<file path="src/rtl/adc_rd_pkg.sv">
package adc_rd_pkg;
  typedef enum logic [1:0] {
    ST_IDLE  = 2'd0,
    ST_CONV  = 2'd1,
    ST_SHIFT = 2'd2,
    ST_GAP   = 2'd3
  } rd_state_e;
endpackage

</file>
<file path="src/rtl/adc_rd_sync.sv">
module adc_rd_sync #(
  parameter int   STAGES  = 2,
  parameter logic RST_VAL = 1'b1
) (
  input  logic clk_i,
  input  logic rst_ni,
  input  logic d_i,
  output logic q_o
);
  logic [STAGES-1:0] pipe_q;

  always_ff @(posedge clk_i or negedge rst_ni) begin
    if (!rst_ni) pipe_q <= {STAGES{RST_VAL}};
    else         pipe_q <= {pipe_q[STAGES-2:0], d_i};
  end

  assign q_o = pipe_q[STAGES-1];
endmodule

</file>
<file path="src/rtl/adc_rd_timer.sv">
module adc_rd_timer #(
  parameter int CNT_W = 10
) (
  input  logic             clk_i,
  input  logic             rst_ni,
  input  logic             load_i,
  input  logic [CNT_W-1:0] val_i,
  output logic             zero_o
);
  logic [CNT_W-1:0] cnt_q;

  always_ff @(posedge clk_i or negedge rst_ni) begin
    if (!rst_ni)              cnt_q <= '0;
    else if (load_i)          cnt_q <= val_i;
    else if (cnt_q != '0)     cnt_q <= cnt_q - 1'b1;
  end

  assign zero_o = (cnt_q == '0);
endmodule

</file>
<file path="src/rtl/adc_rd_capture.sv">
module adc_rd_capture #(
  parameter int W = 13
) (
  input  logic         clk_i,
  input  logic         rst_ni,
  input  logic         en_i,
  input  logic         bit_i,
  output logic [W-1:0] word_o
);
  logic [W-1:0] sr_q;

  always_ff @(posedge clk_i or negedge rst_ni) begin
    if (!rst_ni)   sr_q <= '0;
    else if (en_i) sr_q <= {sr_q[W-2:0], bit_i};
  end

  assign word_o = sr_q;
endmodule

</file>
<file path="src/rtl/adc_read_ctrl.sv">
module adc_read_ctrl
  import adc_rd_pkg::*;
#(
  parameter int RES_W    = 12,
  parameter int HALF_CYC = 10,   // system cycles per serial clock phase
  parameter int CONV_CYC = 850,  // end-of-conversion timeout
  parameter int GAP_CYC  = 150   // chip select high / re-acquisition
) (
  input  logic             clk_i,
  input  logic             rst_ni,
  input  logic             start_i,
  input  logic             abort_i,
  input  logic             tmo_mode_i,
  input  logic             sdi_i,
  output logic             cs_no,
  output logic             sclk_o,
  output logic             busy_o,
  output logic             valid_o,
  output logic [RES_W-1:0] data_o,
  output logic             frame_err_o
);
  localparam int NCLK  = RES_W + 1;
  localparam int MAX_A = (CONV_CYC > GAP_CYC) ? CONV_CYC : GAP_CYC;
  localparam int MAXC  = (MAX_A > HALF_CYC) ? MAX_A : HALF_CYC;
  localparam int CNT_W = $clog2(MAXC + 1);
  localparam int BIT_W = $clog2(NCLK + 1);
  localparam logic [CNT_W-1:0] HALF_LD = CNT_W'(HALF_CYC - 1);
  localparam logic [CNT_W-1:0] CONV_LD = CNT_W'(CONV_CYC - 1);
  localparam logic [CNT_W-1:0] GAP_LD  = CNT_W'(GAP_CYC - 1);
  localparam logic [BIT_W-1:0] LAST_B  = BIT_W'(NCLK);

  rd_state_e        st_q, st_d;
  logic             cs_q, cs_d, sclk_q, sclk_d, mode_q, mode_d;
  logic [BIT_W-1:0] bit_q, bit_d;
  logic             valid_q, err_q;
  logic [RES_W-1:0] data_q;
  logic             sdi_s, prev_q, sdi_rise;
  logic             tmr_load, tmr_zero, cap_en, done;
  logic [CNT_W-1:0] tmr_val;
  logic [NCLK-1:0]  frame;

  adc_rd_sync #(.STAGES(2), .RST_VAL(1'b1)) u_sync (
    .clk_i (clk_i), .rst_ni(rst_ni), .d_i(sdi_i), .q_o(sdi_s)
  );

  adc_rd_timer #(.CNT_W(CNT_W)) u_timer (
    .clk_i (clk_i), .rst_ni(rst_ni), .load_i(tmr_load), .val_i(tmr_val), .zero_o(tmr_zero)
  );

  adc_rd_capture #(.W(NCLK)) u_cap (
    .clk_i (clk_i), .rst_ni(rst_ni), .en_i(cap_en), .bit_i(sdi_s), .word_o(frame)
  );

  // edge detector is re-armed high outside conversion: a line held high
  // by a pull-up must first be seen low
  always_ff @(posedge clk_i or negedge rst_ni) begin
    if (!rst_ni) prev_q <= 1'b1;
    else         prev_q <= (st_q == ST_CONV) ? sdi_s : 1'b1;
  end
  assign sdi_rise = sdi_s & ~prev_q;

  always_comb begin
    st_d     = st_q;
    cs_d     = cs_q;
    sclk_d   = sclk_q;
    bit_d    = bit_q;
    mode_d   = mode_q;
    tmr_load = 1'b0;
    tmr_val  = HALF_LD;
    cap_en   = 1'b0;
    done     = 1'b0;
    unique case (st_q)
      ST_IDLE: begin
        if (start_i) begin
          st_d     = ST_CONV;
          cs_d     = 1'b0;
          mode_d   = tmo_mode_i;
          tmr_load = 1'b1;
          tmr_val  = CONV_LD;
        end
      end
      ST_CONV: begin
        if (abort_i) begin
          st_d     = ST_GAP;
          cs_d     = 1'b1;
          tmr_load = 1'b1;
          tmr_val  = GAP_LD;
        end else if (mode_q ? tmr_zero : sdi_rise) begin
          st_d     = ST_SHIFT;
          bit_d    = '0;
          tmr_load = 1'b1;
          tmr_val  = HALF_LD;
        end
      end
      ST_SHIFT: begin
        if (abort_i) begin
          st_d     = ST_GAP;
          cs_d     = 1'b1;
          sclk_d   = 1'b0;
          tmr_load = 1'b1;
          tmr_val  = GAP_LD;
        end else if (tmr_zero) begin
          tmr_load = 1'b1;
          if (!sclk_q) begin
            sclk_d  = 1'b1;
            cap_en  = 1'b1;
            bit_d   = bit_q + 1'b1;
            tmr_val = HALF_LD;
          end else begin
            sclk_d = 1'b0;
            if (bit_q == LAST_B) begin
              st_d    = ST_GAP;
              cs_d    = 1'b1;
              done    = 1'b1;
              tmr_val = GAP_LD;
            end else begin
              tmr_val = HALF_LD;
            end
          end
        end
      end
      ST_GAP: begin
        if (tmr_zero) st_d = ST_IDLE;
      end
      default: st_d = ST_IDLE;
    endcase
  end

  always_ff @(posedge clk_i or negedge rst_ni) begin
    if (!rst_ni) begin
      st_q    <= ST_IDLE;
      cs_q    <= 1'b1;
      sclk_q  <= 1'b0;
      bit_q   <= '0;
      mode_q  <= 1'b0;
      valid_q <= 1'b0;
      err_q   <= 1'b0;
      data_q  <= '0;
    end else begin
      st_q    <= st_d;
      cs_q    <= cs_d;
      sclk_q  <= sclk_d;
      bit_q   <= bit_d;
      mode_q  <= mode_d;
      valid_q <= done;
      if (done) begin
        data_q <= frame[RES_W-1:0];
        err_q  <= mode_q & ~frame[RES_W];
      end
    end
  end

  assign cs_no       = cs_q;
  assign sclk_o      = sclk_q;
  assign busy_o      = (st_q != ST_IDLE);
  assign valid_o     = valid_q;
  assign data_o      = data_q;
  assign frame_err_o = err_q;
endmodule

</file>
<file path="config.mk">
export PLATFORM = sky130hd
export DESIGN_NAME = adc_read_ctrl
export DESIGN_NICKNAME = d
export VERILOG_FILES = /design/src/rtl/adc_rd_pkg.sv /design/src/rtl/adc_rd_sync.sv /design/src/rtl/adc_rd_timer.sv /design/src/rtl/adc_rd_capture.sv /design/src/rtl/adc_read_ctrl.sv
export SDC_FILE = /design/constraint.sdc
export NUM_CORES = 1
export LEC_CHECK = 0
export ABC_AREA = 1
export ABC_CLOCK_PERIOD_IN_PS = 2400
export CORE_AREA = 2 2 81 83
export CTS_CLUSTER_SIZE = 40
export DETAILED_ROUTE_END_ITERATION = 10
export DIE_AREA = 0 0 83 85
export DONT_BUFFER_PORTS = 1
export GPL_TIMING_DRIVEN = 0
export HOLD_SLACK_MARGIN = 0.1
export PLACE_DENSITY = 0.61
export SYNTH_ARGS = -nofsm -noshare
export SYNTH_HDL_FRONTEND = slang
export SYNTH_SLANG_ARGS = --single-unit
</file>
<file path="constraint.sdc">
create_clock -name clk_i -period 2.4 [get_ports clk_i]
set_clock_uncertainty 0.1 [all_clocks]
set_input_delay 0.36 -clock clk_i [delete_from_list [all_inputs] [get_ports clk_i]]
set_output_delay 0.36 -clock clk_i [all_outputs]
set_load 0.005 [all_outputs]
</file>
# Word level (Yosys, flattened, before mapping)
# Cells that the tools add are included.
# W data, S select, Z words.
# classes
n_bitwise	4
n_eq_ne	16
n_mux	50
n_addsub	2
n_reduce_logical	13
# ops
op	count
$mux W8	5
$mux W10	3
$pmux W10 S3	1
$mux W1	24
$mux W4	5
$reduce_and A6 Y1	3
$mux W2	8
$ne A2 B2 Y1 const B	7
$logic_not A10 Y1	1
$reduce_bool A10 Y1	1
$sub A10 B1 Y10 const B	1
$ne A3 B3 Y1 const B	3
$pmux W2 S4	1
$pmux W4 S2	1
$reduce_bool A2 Y1	4
$pmux W1 S3	2
$add A4 B1 Y4 const B	1
$eq A2 B2 Y1 const B	2
$eq A4 B4 Y1 const B	1
$reduce_and A2 Y1	2
$ne A3 B2 Y1 const B	1
$reduce_bool A3 Y1	1
$and A1 B1 Y1	2
$eq A2 B1 Y1 const B	1
other kinds (3)	4
# word_totals
wordCells	97
register_bits	49
output_inout_bits	17
inputBits	6

# Longest topological paths before layout
# Gate-level depths: netlist of run 1.
# logic_depth
depth_word	7
mapped_depth	13
ltp_nobuf	13

# By module
# Synthesis of run 1 repeated with hierarchy kept, for this count alone.
# hier_totals
hier_cells	320
hier_area_um2	2567.5
# modules_own_cells
mod	cells_per_inst	area_each_um2	n_inst	seq_area_each_um2
adc_read_ctrl	168	1325.0	1	603.1
adc_rd_timer	95	695.7	1	250.2
adc_rd_capture	55	494.2	1	325.3
adc_rd_sync	2	52.6	1	52.6

# Worst setup path after synthesis of run 1
# No wires, ideal clock.
# synth_path
kind	flip-flop to flip-flop
startpoint	register st_q[0]
endpoint	register bit_q[2]
arrival_time_ns	1.592
period_less_slack_ns	1.812
path_buffers	0
slack_ns	0.588
t_required_ns	2.180
path_stages_with_launch	13
setup_time_ns	0.120
path_cell_list	dfrtp_1 -> inv_1 -> ha_1 -> inv_2 -> nor2_4 -> inv_2 -> o22ai_1 -> and2_4 -> nand2_4 -> clkinv_2 -> nand2_1 -> xor2_1 -> nor2_1
# synth_via
elab_chain_len	3
elab_cells_between_ends	10
classes_between	7 x eq/ne; 1 x mux; 2 x reduce/logical
# synth_lines
item	line_no	source
start: declaration	adc_read_ctrl.sv:32	rd_state_e st_q, st_d;
start signal: assignment	adc_read_ctrl.sv:140	st_q <= st_d;
$eq A2 B1 Y1 or $eq A2 B2 Y1 (tied branches)	adc_read_ctrl.sv:72	unique case (st_q)
$ne A2 B1 Y1 (no line), or another cell as far along	--	
$reduce_and A6 Y1 (no line)	--	
end signal: assignment	adc_read_ctrl.sv:143	bit_q <= bit_d;
end: declaration	adc_read_ctrl.sv:34	logic [BIT_W-1:0] bit_q, bit_d;
# Several ways; a longest one is shown, not always the timed one.
# A chain may end at the register's enable or synchronous reset.

# Final worst setup path of run 1
# Ends and elaborated chain as after synthesis.

==> results.json, run 1 <==
{
  "antenna_found_initial": 0,
  "die_x_um": 83,
  "finalNetCount": 294,
  "drc_errors": 0,
  "power_switching_mw": 1.11,
  "grt_pass1_wl_mm": 7.86,
  "drtPass1Iterations": 4,
  "grt-ovfl-total": 0,
  "final_core_util_pct": 43.2,
  "synth.distinct_cells": 32,
  "ir_drop_mv": 0.434,
  "numCtsBuffers": 5,
  "wl_per_cell_um": 12.3,
  "synthTopCellsByCount": "nand2_1, dfrtp_1, inv_1",
  "p_comb_share_pct": 36.9,
  "p_int_mw": 1.82,
  "syn_nets": 283,
  "fin_crit_ps": 2040,
  "crit_arrival_ps": 2140,
  "report.final.hold_viol_count": 0,
  "post_cts_buffers": 0,
  "fillers": 611,
  "ios": 23,
  "synth_compound_area_share_pct": 10.2,
  "worstSkewPairLatency_ps": 300,
  "postSynthAreaPerCell_um2": 8.96,
  "worstSetupStartpointType": "flip-flop",
  "vias_per_cell": 4.77,
  "cts.sinks": 49,
  "synthTopCellsByArea": "dfrtp_1, nand2_1, ha_1",
  "worst_pin_slew_ps": 370,
  "worstPathMaxFanout": 5,
  "p_leak_nw": 1.25,
  "setup_ws_ps": 357,
  "syn2layout_area_growth_pct": 12.2,
  "drive_above_1_share_pct": 15.8,
  "worstPathRequired_ps": 2490,
  "synthSimpleGateAreaFrac_pct": 22.6,
  "max_slew_margin_pct": 75.3,
  "holdBufCountCts": 4,
  "clockRootBuffer": "clkbuf_8",
  "max_freq_mhz": 489,
  "seqPwrFrac_pct": 38.9,
  "synthCells": 267,
  "n_antenna_cell": 0,
  "synth-edff-count": 0,
  "synth_xor_area_share_pct": 3.30,
  "setup_viol": 0,
  "hold_ws_ps": 120,
  "async_reset_ff_share_pct": 100,
  "start_util_pct": 38.5,
  "min_path_type": "in2reg",
  "rsz0062_at_grt": "no",
  "path_clk_slew_ps": 100,
  "criticalPathCategory": "reg2reg",
  "synth_most_common_cell": "nand2_1",
  "yosys_most_used_dff": "dfrtp_1",
  "port-buffer-count": 0,
  "placed_area_mm2": 0.00249,
  "preCtsSetupSlack_ps": 404,
  "post-dp-hpwl_mm": 3.19,
  "vias": 1697,
  "power.density_mw_per_mm2": 1090,
  "placedCellCount": 344,
  "instances_no_fill": 356,
  "synth_top_family_by_area": "simple AND/OR/NAND/NOR gates",
  "max-cap-violations": 0,
  "synth_seq_area_share_pct": 51.5,
  "design_area_mm2": 0.00268,
  "power_mw": 2.93,
  "die-area_mm2": 0.00706,
  "postRouteAntennaNets": 0,
  "synth_top_area_share_pct": 47.1,
  "track_usage_pct": 13.7,
  "globalplace.congestion": 0.868,
  "row_count": 29,
  "synth_top_cell_by_area": "dfrtp_1",
  "maxSlewViolCount": 0,
  "first_iter_violations": 76,
  "grt_max_degree": 50,
  "clk_path_buf_depth": 2,
  "cts_tree": "yes",
  "final.period_utilization_pct": 85.1,
  "syn_area_mm2": 0.00239,
  "cp-end-kind": "flip-flop",
  "ctsResizeCount": 0,
  "finalSetupTns_ps": 0,
  "grt_pass1_vias": 1658,
  "ys_warn_count": 0,
  "yosys.area_share.adder_pct": 5.23,
  "swShare_pct": 38.0,
  "ys_ff_latch": 49,
  "die_h_um": 85,
  "status": "finished clean",
  "coreArea_mm2": 0.00620,
  "synthMuxAreaShare_pct": 0,
  "drt_wl_total_mm": 4.36,
  "h-tree-depth": 2,
  "clockPowerShare_pct": 24.2
}
-- placed cells by master (no fill, tap or decap), types with 5 or more instances in the layout --
cell type and n:
xor2_1 6, nor2_1 15, inv_1 30, inv_2 6, nand2_1 55, o21ai_0 18, nand3_1 17, a21oi_1 9
clkbuf_8 5, ha_1 10, o21ai_1 13, dfrtp_1 45
-- critical path: stages (launching register included) --
cell and delay, ps:
dfrtp_1 440, inv_1 160, ha_1 300, inv_2 100
nor2_4 140, inv_2 50, o22ai_1 120, and2_4 170
nand2_4 60, clkinv_2 60, nand2_1 50, xor2_1 120
nor2_1 50
-- logic make-up (layout without fill, tap and decap cells) --
group | count (synthesis) | in the layout
AO/OA/AOI/OAI | 46 | 46
XOR/XNOR | 9 | 9
adder cells (fa/ha/maj) | 10 | 10
buffers and inverters | 42 | 54
flip-flops | 49 | 49
AND/OR/NAND/NOR | 111 | 111
-- flip-flops by register name (all words and copies together) (netlist names) --
name,cells
bit_q,4
u_timer.cnt_q,10
data_o,12
valid_o,1
st_q,2
sclk_o,1
cs_no,1
frame_err_o,1
u_sync.pipe_q,2
mode_q,1
u_cap.word_o,13
prev_q,1
-- final timing paths --
check / from / end / slack [ps] / cells past startpoint
min in group asynchronous: rst_ni / bit_q[1] / 470 / 2
worst max-delay path: st_q[0] / bit_q[2] / 360 / 12
worst max register to register: st_q[0] / bit_q[2] / 360 / 12
max in group asynchronous: rst_ni / cs_no / 1460 / 2
worst min register to register: u_sync.pipe_q[0] / u_sync.pipe_q[1] / 270 / 0
worst min-delay path: abort_i / valid_o / 120 / 3
-- cell type report --
| cell class | instances | area (um2) | share of cell area [%] |
|---|---|---|---|
| buffer | 4 | 26.3 | 0.979 |
| clock buffer | 5 | 68.8 | 2.57 |
| clock inverter | 3 | 68.8 | 2.57 |
| inverter | 38 | 146 | 5.46 |
| multi-input combinational | 176 | 987 | 36.8 |
| sequential | 49 | 1230 | 45.9 |
| tap | 77 | 96.3 | 3.59 |
| timing repair buffer | 4 | 57.6 | 2.15 |
-- power by group through the flow --
stage               logic (mW)  clock network (mW)  registers, mW
floorplan                0.884                   0           1.13
global placement          1.04                   0           1.15
detailed placement        1.06                   0           1.16
CTS                       1.09               0.734           1.14
global route              1.24               0.766           1.17
finish                    1.08               0.710           1.14
-- metal layers --
metal	global-route usage, %	share of wire [%]	up-vias
met5	0	0	-
met4	4.47	1.3	0
met3	4.57	4.8	6
met2	21.5	45	30
met1	18.0	49	791
li1	-	-	870
Power figures use the tool's default switching activity.
==> run 2: changes to the inputs <==
--- a/config.mk
+++ b/config.mk
@@ -5,14 +5,12 @@
 export SDC_FILE = /design/constraint.sdc
 export NUM_CORES = 1
 export LEC_CHECK = 0
-export ABC_AREA = 1
 export ABC_CLOCK_PERIOD_IN_PS = 2400
-export CORE_AREA = 2 2 81 83
+export CORE_AREA = 2 2 80 82
 export CTS_CLUSTER_SIZE = 40
 export DETAILED_ROUTE_END_ITERATION = 10
-export DIE_AREA = 0 0 83 85
+export DIE_AREA = 0 0 82 84
 export DONT_BUFFER_PORTS = 1
-export GPL_TIMING_DRIVEN = 0
 export HOLD_SLACK_MARGIN = 0.1
 export PLACE_DENSITY = 0.61
 export SYNTH_ARGS = -nofsm -noshare
==> results.json, run 2 <==
{
  "status": "finished with violations",
  "violations": "setup timing",
  "reg2reg_depth": 7,
  "min_path_cells": 2,
  "track_usage_pct": 14.0,
  "synth-edff-count": 0,
  "syn_area_mm2": 0.00231,
  "path_clk_slew_ps": 90,
  "gr-usage-met3_pct": 3.46,
  "die_h_um": 84,
  "yosys_most_used_dff": "dfrtp_1",
  "synth_seq_area_share_pct": 53.2,
  "worstPathMaxFanout": 4,
  "crit_cells": 7,
  "cts.sinks": 49,
  "post-dp-hpwl_mm": 3.17,
  "grt-ovfl-total": 0,
  "synth_most_common_cell": "dfrtp_1",
  "preCtsSetupSlack_ps": -182,
  "max_freq_mhz": 393,
  "max_stage_delay_ps": 480,
  "h-tree-depth": 2,
  "synthTopCellsByArea": "dfrtp_1, mux2_2, nand2_1",
  "grtUsageMet2_pct": 21.9,
  "postSynthAreaPerCell_um2": 11.0,
  "clockRootBuffer": "clkbuf_8",
  "drtPass1Iterations": 4,
  "antenna_found_initial": 0,
  "worstPathRequired_ps": 2550,
  "power_mw": 3.00,
  "drive_above_1_share_pct": 31.9,
  "row_count": 29,
  "n_antenna_cell": 0,
  "worstSetupStartpointType": "flip-flop",
  "maxSlewViolCount": 0,
  "met1_usage_pct": 18.6,
  "p_leak_nw": 1.36,
  "wl_per_cell_um": 13.9,
  "grt_max_degree": 50,
  "vias": 1606,
  "die-area_mm2": 0.00689,
  "ys_ff_latch": 49,
  "grt_pass1_wl_mm": 7.48,
  "numCtsBuffers": 5,
  "globalplace.congestion": 0.810,
  "multiInputGateArea_mm2": 0.00111,
  "design_area_mm2": 0.00287,
  "grt_pass1_vias": 1615,
  "rsz0062_at_grt": "yes",
  "ios": 23,
  "min_path_type": "in2reg",
  "grt_most_used_layer": "met2",
  "setup_ws_ps": -145,
  "ys_warn_count": 0,
  "vias_per_cell": 4.94,
  "ir_drop_mv": 0.491,
  "crit_chain": "inv_2 > ha_4 > or4b_4 > or3_4 > a2111o_1 > or4b_1 > nand3_1",
  "seq_area_mm2": 0.00123,
  "syn2layout_area_growth_pct": 24.0,
  "syn_nets": 226,
  "placed_area_mm2": 0.00256,
  "finalNetCount": 263,
  "drt_wl_total_mm": 4.53,
  "port-buffer-count": 0,
  "crit_arrival_ps": 2690,
  "placedCellCount": 306,
  "report.final.hold_viol_count": 0,
  "start_util_pct": 37.9,
  "cp-end-kind": "flip-flop",
  "critPathTopFamily": "simple AND/OR/NAND/NOR gates",
  "synth.distinct_cells": 41,
  "criticalPathCategory": "reg2reg",
  "max_slew_margin_pct": 74.8,
  "synth_top_cell_by_area": "dfrtp_1",
  "worst_pin_slew_ps": 373,
  "slowest_stage": "or4b_1",
  "worstSkewPairLatency_ps": 310,
  "synth_top_area_share_pct": 48.7,
  "synthCells": 210,
  "max-cap-violations": 0,
  "final.period_utilization_pct": 106,
  "drc_errors": 0,
  "final_core_util_pct": 47.0,
  "final_common_cell": "dfrtp_1",
  "final_cell_mix": "dfrtp_1, nand2_1, buf_4, mux2_2, nor2_1",
  "clk_path_buf_depth": 2,
  "async_reset_ff_share_pct": 100,
  "postRouteAntennaNets": 0,
  "largest_register_ff_count": 13,
  "synthTopCellsByCount": "dfrtp_1, nand2_1, mux2_2",
  "instances_no_fill": 325,
  "setup_viol": 20,
  "die_x_um": 82,
  "fin_crit_ps": 2550,
  "fillers": 595,
  "first_iter_violations": 54,
  "crit_buf_inv": 1,
  "coreArea_mm2": 0.00610,
  "cts_tree": "yes",
  "power.density_mw_per_mm2": 1050
}
==> run 2: cell types whose count changed after synthesis, moves of 5 or more <==
cell	change
nand2b_1	+7
a21oi_1	-5
inv_2	-6
o21ai_1	-13
o21ai_0	-11
nand3_1	-13
nand2_1	-16
mux2_2	+20
nor2_1	-5
inv_1	-23
==> run 2: cells by family (layout without fill, tap and decap cells) <==
group                    Yosys count  in the layout  synth area share [%]
AO/OA/AOI/OAI                     25             25                  7.31
XOR/XNOR                           7              7                  2.65
flip-flops                        49             49                  53.2
multiplexers                      23             23                  11.0
AND/OR/NAND/NOR                   84             84                  18.0
adder cells (fa/ha/maj)           10             10                  5.41
buffers and inverters             12             50                  2.38
==> run 2: cell type report <==
type	count	share of cell area [%]
timing repair buffer	35	10.6
sequential	49	43.0
multi-input combinational	149	38.9
inverter	7	0.917
clock buffer	5	2.40
clock inverter	3	0.873
tap	77	3.36
==> run 2: final timing paths <==
kind	slack, ps	startpoint	to
max	-150	u_timer.cnt_q[0]	bit_q[3]
min	190	abort_i	st_q[0]
max reg2reg	-150	u_timer.cnt_q[0]	bit_q[3]
min reg2reg	260	u_sync.pipe_q[0]	u_sync.pipe_q[1]
max in group asynchronous	1470	rst_ni	cs_no
min in group asynchronous	440	rst_ni	data_o[3]
==> run 2: worst register-to-register path: stages (launching register included) <==
cell and delay (ps):
dfrtp_1 400, inv_2 90, ha_4 120, or4b_4 470
or3_4 380, a2111o_1 390, or4b_1 480, nand3_1 80
==> run 2: per-layer routing <==
| metal | routed length, um | up-vias |
|---|---|---|
| li1 | - | 800 |
| met1 | 2090 | 781 |
| met2 | 2200 | 20 |
| met3 | 157 | 5 |
| met4 | 76 | 0 |
| met5 | 0 | - |
==> run 2: where the power goes <==
group	switching, mW	internal [mW]	total, mW
Clock	0.298	0.211	0.509
Combinational	0.664	0.704	1.37
Sequential	0.130	0.994	1.12
Total	1.09	1.91	3.00
==> run 2: timing repair <==
item / 4_1_cts / 5_1_grt
pin swaps: 2 / 5
endpoints found under the setup margin: 21 / 37
hold endpoints to repair: 52 / 0
hold buffers: 5 / 0
gates resized for setup: 8 / 12
setup buffers: 3 / 3
==> run 2: through the flow <==
stage | TNS (ps) | hold slack [ps]
after floorplan | -1880 | -35.6
after global placement | -608 | -34.7
after detailed placement | -1370 | -34.9
after CTS | -1150 | 197
after global routing | -2210 | 201
final | -722 | 192
==> run 3: changes to the inputs <==
--- a/config.mk
+++ b/config.mk
@@ -5,7 +5,7 @@
 export SDC_FILE = /design/constraint.sdc
 export NUM_CORES = 1
 export LEC_CHECK = 0
-export ABC_CLOCK_PERIOD_IN_PS = 2400
+export ABC_CLOCK_PERIOD_IN_PS = 3300
 export CORE_AREA = 2 2 80 82
 export CTS_CLUSTER_SIZE = 40
 export DETAILED_ROUTE_END_ITERATION = 10
==> constraint.sdc (replaced) <==
create_clock -name clk_i -period 3.3 [get_ports clk_i]
set_clock_uncertainty 0.1 [all_clocks]
set_input_delay 0.495 -clock clk_i [delete_from_list [all_inputs] [get_ports clk_i]]
set_output_delay 0.495 -clock clk_i [all_outputs]
set_load 0.005 [all_outputs]
==> results.json, run 3 (same netlist as run 2, synthesis figures left out) <==
{
  "drc_errors": 0,
  "status": "finished clean",
  "worstPathMaxFanout": 10,
  "cts.sinks": 49,
  "h-tree-depth": 2,
  "worstPathRequired_ps": 3440,
  "fillers": 609,
  "min_path_type": "in2reg",
  "grt_max_degree": 50,
  "report.final.hold_viol_count": 0,
  "crit_arrival_ps": 3130,
  "ff2ff_setup_slack_ps": 310,
  "clockRootBuffer": "clkbuf_8",
  "hold_path_end": "sclk_o",
  "syn2layout_area_growth_pct": 10.2,
  "track_usage_pct": 14.6,
  "first_iter_violations": 125,
  "fin_crit_ps": 2990,
  "drt_wl_total_mm": 4.38,
  "setup_viol": 0,
  "finalSetupTns_ps": 0,
  "die_h_um": 84,
  "maxSlewViolCount": 0,
  "r2r_end": "bit_q[3]",
  "p_leak_nw": 1.20,
  "postRouteAntennaNets": 0,
  "min_from": "abort_i",
  "final_common_cell": "dfrtp_1",
  "drive_above_1_share_pct": 18.6,
  "final.period_utilization_pct": 90.5,
  "vias": 1500,
  "post-dp-hpwl_mm": 3.05,
  "antenna_found_initial": 0,
  "worstSetupStartpointType": "flip-flop",
  "seq_area_mm2": 0.00123,
  "cts_tree": "yes",
  "rsz0062_at_grt": "no",
  "hold_ws_ps": 170,
  "drtPass1Iterations": 4,
  "row_count": 29,
  "power.density_mw_per_mm2": 742,
  "worstSkewPairLatency_ps": 300,
  "multiInputGateArea_mm2": 0.00103,
  "globalplace.congestion": 0.770,
  "grt_pass1_wl_mm": 7.85,
  "port-buffer-count": 0,
  "max_freq_mhz": 335,
  "ios": 23,
  "n_antenna_cell": 0,
  "grt-ovfl-total": 0,
  "worst_pin_slew_ps": 658,
  "final_cell_mix": "dfrtp_1, nand2_1, mux2_2, nor2_1, ha_1",
  "grt_pass1_vias": 1571,
  "ir_drop_mv": 0.235,
  "path_clk_slew_ps": 90,
  "die-area_mm2": 0.00689,
  "ctsResizeCount": 0,
  "post_cts_buffers": 0,
  "min_path_cells": 1,
  "die_x_um": 82,
  "cp-end-kind": "flip-flop",
  "max_slew_margin_pct": 55.9,
  "reg2reg_depth": 7,
  "largest_register_ff_count": 13,
  "r2r_start": "u_timer.cnt_q[0]",
  "numCtsBuffers": 5,
  "start_util_pct": 37.9,
  "design_area_mm2": 0.00255,
  "finalNetCount": 235,
  "holdBufCountCts": 3,
  "max-cap-violations": 0,
  "placed_area_mm2": 0.00241,
  "wl_per_cell_um": 14.7,
  "clk_path_buf_depth": 2,
  "vias_per_cell": 5.05,
  "coreArea_mm2": 0.00610,
  "criticalPathCategory": "reg2reg"
}
## run 3: layer usage
metal | part of all wire, % | global-route usage (%) | wire, um | up-vias
li1 | - | - | - | 747
met1 | 47 | 20.4 | 2070 | 724
met4 | 1.6 | 4.55 | 70 | 0
met5 | 0 | 0 | 0 | -
met3 | 3.9 | 3.79 | 172 | 7
met2 | 47 | 22.0 | 2060 | 22
## run 3: worst max-delay path, stage by stage (launching register included)
cell,delay (ps)
dfrtp_1,390
inv_1,140
ha_1,170
or4b_4,480
or3_1,520
a2111o_1,520
or4b_1,520
nand3_1,90
## run 3: area by class of cell
cell class                      count  share of cell area [%]
Clock buffer                        5                    2.70
Clock inverter                      3                   0.835
Inverter                            7                    1.03
Multi-Input combinational cell    149                    40.3
Sequential cell                    49                    48.3
Tap cell                           77                    3.78
Timing Repair Buffer                7                    3.05
## run 3: worst max path at each step
stage	from	endpoint	cells past startpoint	slack (ps)
CTS	u_timer.cnt_q[0]	bit_q[3]	7	320
detailed placement	u_timer.cnt_q[0]	bit_q[3]	7	360
finish	u_timer.cnt_q[0]	bit_q[3]	7	310
floorplan	u_timer.cnt_q[0]	bit_q[3]	8	530
global route	u_timer.cnt_q[0]	bit_q[3]	7	200
global placement	u_timer.cnt_q[0]	bit_q[3]	7	420
## run 3: power breakdown
group / total (mW) / switching [mW] / leakage (nW) / internal (mW)
clock network: 0.361 / 0.211 / 0.0445 / 0.151
registers: 0.851 / 0.128 / 0.630 / 0.723
logic: 0.677 / 0.358 / 0.529 / 0.319
total: 1.89 / 0.697 / 1.20 / 1.19
## run 3: stage by stage
stage	cells	total power [mW]	setup WS [ps]	util (%)
4_1_cts	297	1.91	323	41.8
5_1_grt	297	2.06	201	41.8
2_1_floorplan	210	1.36	534	-
6_report	297	1.89	312	41.8
3_5_place_dp	286	1.53	364	39.5
3_3_place_gp	286	1.51	416	39.5
